$ cat src/rtl/irqc_pkg.sv
package irqc_pkg;

  typedef enum logic {
    MODE_LINE = 1'b0,
    MODE_CPU  = 1'b1
  } tick_mode_e;

  typedef struct packed {
    logic set_value;
    logic req_reload;
    logic irq_off;
    logic irq_on;
  } reg_wr_t;

  localparam logic [2:0] PAGE_COUNT = 3'b110;
  localparam logic [2:0] PAGE_IRQ   = 3'b111;

endpackage

$ cat src/rtl/irqc_regdec.sv
module irqc_regdec
  import irqc_pkg::*;
#(
  parameter int ADDR_W = 16
) (
  input  logic              wr_stb,
  input  logic              cs,
  input  logic [ADDR_W-1:0] addr,
  output reg_wr_t           wr
);

  logic [2:0] page;
  logic       sub;
  logic       hit;
  logic       unused_mirror_bits;

  assign page = addr[ADDR_W-1 -: 3];
  assign sub  = addr[0];
  assign hit  = wr_stb & cs;
  assign unused_mirror_bits = ^addr[ADDR_W-4:1];

  always_comb begin
    wr = '0;
    if (hit) begin
      unique case (page)
        PAGE_COUNT: begin
          wr.set_value  = ~sub;
          wr.req_reload = sub;
        end
        PAGE_IRQ: begin
          wr.irq_off = ~sub;
          wr.irq_on  = sub;
        end
        default: ;
      endcase
    end
  end

endmodule

$ cat src/rtl/irqc_cfg.sv
module irqc_cfg
  import irqc_pkg::*;
#(
  parameter int CNT_W = 8
) (
  input  logic             clk,
  input  logic             rst_n,
  input  reg_wr_t          wr,
  input  logic [CNT_W-1:0] data,
  output logic [CNT_W-1:0] value_eff,
  output tick_mode_e       mode_eff,
  output logic             en_eff
);

  logic [CNT_W-1:0] value_q, value_d;
  tick_mode_e       mode_q, mode_d;
  logic             en_q, en_d;

  always_comb begin
    value_d = value_q;
    mode_d  = mode_q;
    en_d    = en_q;
    if (wr.set_value)  value_d = data;
    if (wr.req_reload) mode_d  = tick_mode_e'(data[0]);
    if (wr.irq_off)    en_d    = 1'b0;
    if (wr.irq_on)     en_d    = 1'b1;
  end

  // Write-first view for the counter in the same cycle
  assign value_eff = value_d;
  assign mode_eff  = mode_d;
  assign en_eff    = en_d;

  always_ff @(posedge clk or negedge rst_n) begin
    if (!rst_n) begin
      value_q <= '0;
      mode_q  <= MODE_LINE;
      en_q    <= 1'b0;
    end else begin
      value_q <= value_d;
      mode_q  <= mode_d;
      en_q    <= en_d;
    end
  end

  AST_VALUE_HOLD: assert property (@(posedge clk) disable iff (!rst_n)
    !wr.set_value |=> $stable(value_q));
  AST_EN_OFF: assert property (@(posedge clk) disable iff (!rst_n)
    wr.irq_off |=> !en_q);
  AST_EN_ON: assert property (@(posedge clk) disable iff (!rst_n)
    wr.irq_on |=> en_q);

endmodule

$ cat src/rtl/irqc_counter.sv
module irqc_counter
  import irqc_pkg::*;
#(
  parameter int CNT_W = 8
) (
  input  logic             clk,
  input  logic             rst_n,
  input  logic             cpu_tick,
  input  logic             line_tick,
  input  logic             req_reload,
  input  logic [CNT_W-1:0] value_eff,
  input  tick_mode_e       mode_eff,
  input  logic             en_eff,
  output logic             zero_evt
);

  logic [CNT_W-1:0] cnt_q, cnt_d;
  logic             reload_q, reload_d;
  logic             reload_eff;
  logic             tick;
  logic [CNT_W-1:0] odd_mask;

  assign tick       = (mode_eff == MODE_CPU) ? cpu_tick : line_tick;
  assign reload_eff = reload_q | req_reload;
  assign odd_mask   = {{(CNT_W-1){1'b0}}, (value_eff != '0)};

  always_comb begin
    cnt_d    = cnt_q;
    reload_d = reload_eff;
    if (tick) begin
      reload_d = 1'b0;
      if (reload_eff)        cnt_d = value_eff | odd_mask;
      else if (cnt_q == '0)  cnt_d = value_eff;
      else                   cnt_d = cnt_q - CNT_W'(1);
    end
  end

  assign zero_evt = tick & en_eff & (cnt_d == '0);

  always_ff @(posedge clk or negedge rst_n) begin
    if (!rst_n) begin
      cnt_q    <= '0;
      reload_q <= 1'b0;
    end else begin
      cnt_q    <= cnt_d;
      reload_q <= reload_d;
    end
  end

  AST_CNT_HOLD: assert property (@(posedge clk) disable iff (!rst_n)
    !tick |=> $stable(cnt_q));
  AST_RELOAD_ODD: assert property (@(posedge clk) disable iff (!rst_n)
    (tick && reload_eff && value_eff != '0) |=> cnt_q[0]);
  AST_RELOAD_DONE: assert property (@(posedge clk) disable iff (!rst_n)
    (tick && !req_reload) |=> !reload_q);
  AST_DEC_STEP: assert property (@(posedge clk) disable iff (!rst_n)
    (tick && !reload_eff && cnt_q != '0) |=> (cnt_q == $past(cnt_q) - CNT_W'(1)));

endmodule

$ cat src/rtl/irqc_delay.sv
module irqc_delay #(
  parameter int DELAY_TICKS = 4
) (
  input  logic clk,
  input  logic rst_n,
  input  logic cpu_tick,
  input  logic start,
  input  logic ack,
  output logic irq
);

  localparam int DLY_W = $clog2(DELAY_TICKS + 1);

  logic [DLY_W-1:0] dly_q, dly_d;
  logic             irq_q, irq_d;
  logic             expire;

  assign expire = cpu_tick & (dly_q == DLY_W'(1));

  always_comb begin
    dly_d = dly_q;
    if (start)                         dly_d = DLY_W'(DELAY_TICKS);
    else if (cpu_tick && dly_q != '0)  dly_d = dly_q - DLY_W'(1);
    irq_d = expire | (irq_q & ~ack);
  end

  always_ff @(posedge clk or negedge rst_n) begin
    if (!rst_n) begin
      dly_q <= '0;
      irq_q <= 1'b0;
    end else begin
      dly_q <= dly_d;
      irq_q <= irq_d;
    end
  end

  assign irq = irq_q;

  AST_START_LOAD: assert property (@(posedge clk) disable iff (!rst_n)
    start |=> (dly_q == DLY_W'(DELAY_TICKS)));
  AST_DLY_RANGE: assert property (@(posedge clk) disable iff (!rst_n)
    dly_q <= DLY_W'(DELAY_TICKS));
  AST_IRQ_SOURCE: assert property (@(posedge clk) disable iff (!rst_n)
    (!irq_q && !expire) |=> !irq_q);
  AST_ACK_CLEAR: assert property (@(posedge clk) disable iff (!rst_n)
    (ack && !expire) |=> !irq_q);

endmodule

$ cat src/rtl/irqc_top.sv
module irqc_top
  import irqc_pkg::*;
#(
  parameter int ADDR_W      = 16,
  parameter int CNT_W       = 8,
  parameter int DELAY_TICKS = 4
) (
  input  logic              clk,
  input  logic              rst_n,
  input  logic              bus_wr,
  input  logic              bus_cs,
  input  logic [ADDR_W-1:0] bus_addr,
  input  logic [CNT_W-1:0]  bus_data,
  input  logic              cpu_tick,
  input  logic              line_tick,
  output logic              irq
);

  logic [1:0]       rst_sync_q;
  logic             rst_n_int;
  reg_wr_t          wr;
  logic [CNT_W-1:0] value_eff;
  tick_mode_e       mode_eff;
  logic             en_eff;
  logic             zero_evt;
  logic             ack;

  always_ff @(posedge clk or negedge rst_n) begin
    if (!rst_n) rst_sync_q <= '0;
    else        rst_sync_q <= {rst_sync_q[0], 1'b1};
  end
  assign rst_n_int = rst_sync_q[1];

  irqc_regdec #(.ADDR_W(ADDR_W)) regdec_i (
    .wr_stb (bus_wr),
    .cs     (bus_cs),
    .addr   (bus_addr),
    .wr     (wr)
  );

  irqc_cfg #(.CNT_W(CNT_W)) cfg_i (
    .clk       (clk),
    .rst_n     (rst_n_int),
    .wr        (wr),
    .data      (bus_data),
    .value_eff (value_eff),
    .mode_eff  (mode_eff),
    .en_eff    (en_eff)
  );

  irqc_counter #(.CNT_W(CNT_W)) counter_i (
    .clk        (clk),
    .rst_n      (rst_n_int),
    .cpu_tick   (cpu_tick),
    .line_tick  (line_tick),
    .req_reload (wr.req_reload),
    .value_eff  (value_eff),
    .mode_eff   (mode_eff),
    .en_eff     (en_eff),
    .zero_evt   (zero_evt)
  );

  assign ack = wr.irq_off | wr.irq_on;

  irqc_delay #(.DELAY_TICKS(DELAY_TICKS)) delay_i (
    .clk      (clk),
    .rst_n    (rst_n_int),
    .cpu_tick (cpu_tick),
    .start    (zero_evt),
    .ack      (ack),
    .irq      (irq)
  );

  AST_RESET_QUIET: assert property (@(posedge clk) disable iff (!rst_n)
    $rose(rst_n_int) |-> !irq);

endmodule

$ cat config.mk
export PLATFORM = sky130hd
export DESIGN_NAME = irqc_top
export DESIGN_NICKNAME = d
export VERILOG_FILES = /design/src/rtl/irqc_pkg.sv /design/src/rtl/irqc_regdec.sv /design/src/rtl/irqc_cfg.sv /design/src/rtl/irqc_counter.sv /design/src/rtl/irqc_delay.sv /design/src/rtl/irqc_top.sv
export SDC_FILE = /design/constraint.sdc
export NUM_CORES = 1
export LEC_CHECK = 0
export CAP_MARGIN = 20
export CORE_MARGIN = 3
export CORE_UTILIZATION = 45
export CTS_BUF_LIST = sky130_fd_sc_hd__clkbuf_16
export DETAILED_ROUTE_END_ITERATION = 16
export DONT_BUFFER_PORTS = 1
export GPL_ROUTABILITY_DRIVEN = 0
export PLACE_DENSITY = 0.6
export SYNTH_ARGS = -nofsm -noshare
export SYNTH_HDL_FRONTEND = slang
export SYNTH_SLANG_ARGS = --single-unit
$ cat constraint.sdc
create_clock -name clk -period 0.8 [get_ports clk]
set_input_delay 0.08 -clock clk [delete_from_list [all_inputs] [get_ports clk]]
set_output_delay 0.08 -clock clk [all_outputs]
set_load 0.005 [all_outputs]
## Word-level counts from Yosys, hierarchy flattened

Index checks and enable logic that the tools add are counted.

| word-level totals | value |
|---|---|
| RAM bits | 0 |
| bits in read-only memories | 0 |
| input bits | 30 |
| register bits after elaboration | 25 |
| latch bits | 0 |
| memories | 0 |

| cells by class | value |
|---|---|
| add/sub/neg operators | 2 |
| bitwise logic cells | 11 |
| $lt $le $gt $ge | 0 |
| equal/unequal tests | 3 |
| reductions and logical operators | 6 |
| div/mod/pow operators | 0 |
| shift operators | 0 |
| multipliers | 0 |
| muxes and demuxes | 14 |

Operator list:

| cell | number |
|---|---|
| two-way mux 8 bit | 4 |
| logical NOT 8 bit | 2 |
| OR 8 x 1 -> 8 bit | 1 |
| nonzero test 8 bit | 1 |
| subtractor 8 x 1 -> 8 bit, second input constant | 1 |
| == test 3 bit, second input constant | 2 |
| two-way mux 3 bit | 2 |
| AND 1 bit | 5 |
| two-way mux 1 bit | 5 |
| two-way mux 2 bit | 2 |
| two-way mux 4 bit | 1 |
| == test 3 x 1 -> 1 bit, second input constant | 1 |
| OR 1 bit | 3 |
| nonzero test 3 bit | 1 |
| subtractor 3 x 1 -> 3 bit, second input constant | 1 |
| inverter 1 bit | 2 |
| nonzero test 2 bit | 1 |
| logical AND 1 bit | 1 |

## Logic depth before layout (Yosys ltp)

| logic depth | value |
|---|---|
| depth in word-level cells | 11 |
| depth in mapped cells | 9 |

## Cells and area by module

A second synthesis with hierarchy kept.

| unflattened totals | value |
|---|---|
| cell total of the unflattened synthesis | 135 |
| area, all modules | 1448.9 um2 |

By module, submodules not included:

| module | cells an instance | times used | area an instance (um2) |
|---|---|---|---|
| irqc_counter | 82 | 1 | 698.2 |
| irqc_cfg | 22 | 1 | 404.1 |
| irqc_delay | 21 | 1 | 236.5 |
| irqc_top | 4 | 1 | 60.1 |
| irqc_regdec | 6 | 1 | 50.0 |

## Least setup slack after synthesis

OpenSTA, ideal clock, no wires.

| timing path | value |
|---|---|
| kind | register to register |
| from | register cfg_i.mode_q |
| to | register delay_i.dly_q[0] |
| arrival time | 2.258 ns |
| library setup time | 0.131 ns |
| slack | -1.589 ns |
| cell stages (with the launch flop) | 9 |
| cell sequence | dfrtp_1 > or2b_1 > a22o_4 > and2_4 > buf_6 > or4_4 > a211o_1 > nor4_2 > nor2_1 |

| between the ends | value |
|---|---|
| word-level cells in the longest chain between the ends | 6 |
| elaborated cells on any way between the ends | 8 |
| classes of those cells | 4 x mux; 2 x bitwise; 2 x reduce/logical |

RTL lines:

| item | RTL line | text |
|---|---|---|
| start: declaration | irqc_cfg.sv:16 | `tick_mode_e mode_q, mode_d;` |
| start signal: assignment | irqc_cfg.sv:41 | `mode_q <= mode_d;` |
| two-way mux 1 bit * | irqc_cfg.sv:24 | `if (wr.req_reload) mode_d = tick_mode_e'(data[0]);` |
| two-way mux 1 bit * | irqc_counter.sv:23 | `assign tick = (mode_eff == MODE_CPU) ? cpu_tick : line_tick;` |
| two-way mux 8 bit | irqc_counter.sv:30 | `if (tick) begin` |
| logical NOT 8 bit | irqc_counter.sv:38 | `assign zero_evt = tick & en_eff & (cnt_d == '0);` |
| AND 1 bit * | irqc_counter.sv:38 |  |
| two-way mux 3 bit or nonzero test 2 bit (tied branches) | n/a |  |
| end signal: assignment | irqc_delay.sv:32 | `dly_q <= dly_d;` |
| end: declaration | irqc_delay.sv:14 | `logic [DLY_W-1:0] dly_q, dly_d;` |

Mark *: on every way between the ends. The rest lies on a longest branch, timed or not.
A chain may end at the register's enable or synchronous reset.

## Worst setup path in the final report

| timing path | value |
|---|---|
| from | register counter_i.cnt_q[5] |
| to | register delay_i.dly_q[2] |

| between the ends | value |
|---|---|
| word-level cells in the longest chain between the ends | 7 |
| elaborated cells on any way between the ends | 9 |
| classes of those cells | 1 x add/sub; 4 x mux; 1 x bitwise; 3 x reduce/logical |

RTL lines:

| item | RTL line | text |
|---|---|---|
| start: declaration | irqc_counter.sv:17 | `logic [CNT_W-1:0] cnt_q, cnt_d;` |
| start signal: assignment | irqc_counter.sv:45 | `cnt_q <= cnt_d;` |
| subtractor 8 x 1 -> 8 bit or logical NOT 8 bit (tied branches) | irqc_counter.sv:34, irqc_counter.sv:33 |  |
| two-way mux 8 bit | irqc_counter.sv:33 | `else if (cnt_q == '0) cnt_d = value_eff;` |
| two-way mux 8 bit | irqc_counter.sv:32 | `if (reload_eff) cnt_d = value_eff \| odd_mask;` |
| two-way mux 8 bit * | irqc_counter.sv:30 |  |
| logical NOT 8 bit * | irqc_counter.sv:38 |  |
| AND 1 bit * | irqc_counter.sv:38 |  |
| two-way mux 3 bit or nonzero test 2 bit (tied branches) | n/a |  |

Marked as above.

==> metrics.cfg <==
[layout]
nets=256
layout-drive-gt1-share_pct=50.45
layout.cells.most_common=buf_4
design_area_um2=2307
post-route-util_pct=73.76
final_cell_count_no_fill=264
multi_input_area_um2=1010
ff_latch_area_um2=625.6
layout_common_cells=51 x buf_4, 25 x dfrtp_1, 14 x nand2_1, 9 x nor2_1, 8 x buf_6
fill_cells=217
areaGrowthSynthToFinish_pct=51.77
antenna_cells=0

[logic_synthesis]
synth_edf_count=0
async_flop_share_pct=100.0
synth_area_um2=1520
ys_seq_area_share_pct=41.15
ys_warn_count=0
synth_seq_cells=25
synth_area_per_cell_um2=9.622
ys_types=55
synth_fp_nets=193
synth_flop_cell=dfrtp_1
synth_cells=158

[worst_setup_path]
critPathRequiredTime_ns=1.00
start_kind=flip-flop
cpMostUsedCell=a211o_1
crit_arrival_ns=2.57
worstSetupPathType=reg -> reg
critical_path_buf_inv_count=0
crit_fanout=5
slowest_stage=or4_4
end_kind=flip-flop
path_delay_family=simple AND/OR/NAND/NOR gates
worstPathCellList=nor2_1 > and4b_2 > nor2_4 > or4_4 > a211o_1 > nor4_4 > a211o_1
max_stage_delay_ns=0.53

[cts]
tritoncts=built
root_buffer=clkbuf_16
cts.sinks=25
clockBufferDepth=2
cts-hold-fix-buffers=2
cts_inserted_buffers=3
cts_htree_levels=1
clk_latency_ns=0.26
clk_pin_slew_worst_paths_ns=0.06

[timing]
fin_skew_ns=0.003679
holdWs_ns=-0.01478
timing.fmax_ghz=0.4219
period_share_pct=296.3
setup_viol_count_final=14
fin_crit_ns=2.370
slew_violations=0
rsz0062_at_grt=yes
fin_ws_ns=-1.570
setup_tns_ns=-13.27
finalHoldViolCount=1

[placement]
place_ws_ns=-1.578
dpl_cell_area_um2=1976
placed_cells=249
hpwl_um=3107
portBuffers=0

[route]
drt-initial-drc-count=79
route.detailed.drc=0
first_pass_iters=4
dr_total_vias=1488
vias_per_cell=5.636
antenna_left=0
avgRoutedWirePerCell_um=17.03
drt-total-wl_um=4495

[global_routing]
grt.overflow.total=0
antenna_found_initial=0
grt_pass1_wl_um=6741
grt_pass1_vias=1487
grtUsageTotal_pct=21.21
grt_max_degree=24

[floorplan]
rows=20
ioPinCount=31
core-area_um2=3128
initial_utilization_pct=48.60
fp.dieW_um=64.12
dieArea_um2=4111
die_h_um=64.12

[power_and_ir_drop]
peakVddDrop_mv=1.687
powerDensity_nw_per_um2=3058
p_leak_uw=0.001096

[min_path]
hold_class=in -> reg

[status]
violations=negative hold slack, negative setup slack
status=complete, but fails checks

[run]
max_cap_violations=0

## cells by family (layout without fill, tap and decap cells)
family          count (synthesis)  count (layout)  share of synthesized area (%)
simple gates                   75              75                          29.55
compound gates                 35              35                          16.63
flops                          25              25                          41.15
buf+inv                        10              72                          3.621
fa+ha+maj                       5               5                          4.115
mux                             5               5                          3.539
xor+xnor                        2               2                          1.152
other cells                     1               1                         0.2467
## layout make-up
type / count / share of cell area (%)
multi-input cells: 123 / 43.76
repair buffers: 62 / 22.34
clock buffers: 3 / 3.254
well taps: 44 / 2.386
flip-flops and latches: 25 / 27.12
inverters: 6 / 0.9761
clock inverters: 1 / 0.1627
## state kept, by name, indices dropped and copies added, names as in the netlist
signal,flops
cfg_i.mode_q,1
delay_i.irq,1
counter_i.cnt_q,8
cfg_i.en_q,1
rst_sync_q,2
delay_i.dly_q,3
cfg_i.value_q,8
counter_i.reload_q,1
## worst paths after layout
| check | startpoint | end | slack, ns | cells past startpoint |
|---|---|---|---|---|
| worst max register to register | counter_i.cnt_q[5] | delay_i.dly_q[2] | -1.57 | 7 |
| max in group asynchronous | rst_sync_q[1] | cfg_i.value_q[3] | 0.44 | 1 |
| worst min register to register | rst_sync_q[1] | delay_i.dly_q[2] | 0.21 | 1 |
| min in group asynchronous | rst_n | rst_sync_q[1] | 0.04 | 1 |
| worst min-delay path | bus_addr[0] | cfg_i.en_q | -0.01 | 1 |
| worst max-delay path | counter_i.cnt_q[5] | delay_i.dly_q[2] | -1.57 | 7 |
## cells in the mapped netlist, types with 2 or more instances
cell      instances  area share [%]
a211o_1           3             1.7
a21oi_1           7             2.3
a22o_1            2             1.2
buf_2             2            0.66
buf_6             2             1.5
dfrtp_1          25              41
ha_1              5             4.1
inv_1             6             1.5
mux2_2            2             1.5
mux2i_1           2             1.3
nand2_1          18             4.4
nand2b_1          4             1.6
nand3_1           8             2.6
nand4b_1          4             2.3
nor2_1            9             2.2
nor3_1            6             2.0
nor4_1            3             1.2
o211ai_1          2            0.99
o21a_1            2            0.99
o21ai_0           9             3.0
or2_2             3             1.2
## report_power, final
| group | switching [uW] | internal [uW] |
|---|---|---|
| Clock | 436 | 669 |
| Combinational | 1770 | 2250 |
| Sequential | 266 | 1660 |
## worst register-to-register path, stage by stage (launching register included)
cell and delay, ns:
dfrtp_1 0.39, nor2_1 0.22, and4b_2 0.36, nor2_4 0.07, or4_4 0.53, a211o_1 0.31, nor4_4 0.30, a211o_1 0.14
## metal layers
metal	up-vias	track usage [%]	share of wire (%)
li1	703	-	-
met3	9	2.285	4.2
met2	46	38.58	52
met4	0	6.332	1.7
met5	-	0	0
met1	730	26.20	42
## stage by stage
stage / hold WS (ns) / power, uW
after detailed placement: -0.2155 / 4961
after global placement: -0.2155 / 4881
after CTS: -0.01765 / 6587
after floorplan: -0.2156 / 3538
final: -0.01478 / 7054
after global routing: -0.02195 / 7470
## what timing repair did
action | in CTS | in global routing
gates resized for setup | 27 | 14
hold endpoints to repair | 5 | 1
pin swaps | 10 | 8
endpoints found under the setup margin | 15 | 18
buffers inserted | 4 | 8
Power figures use the tool's default switching activity.
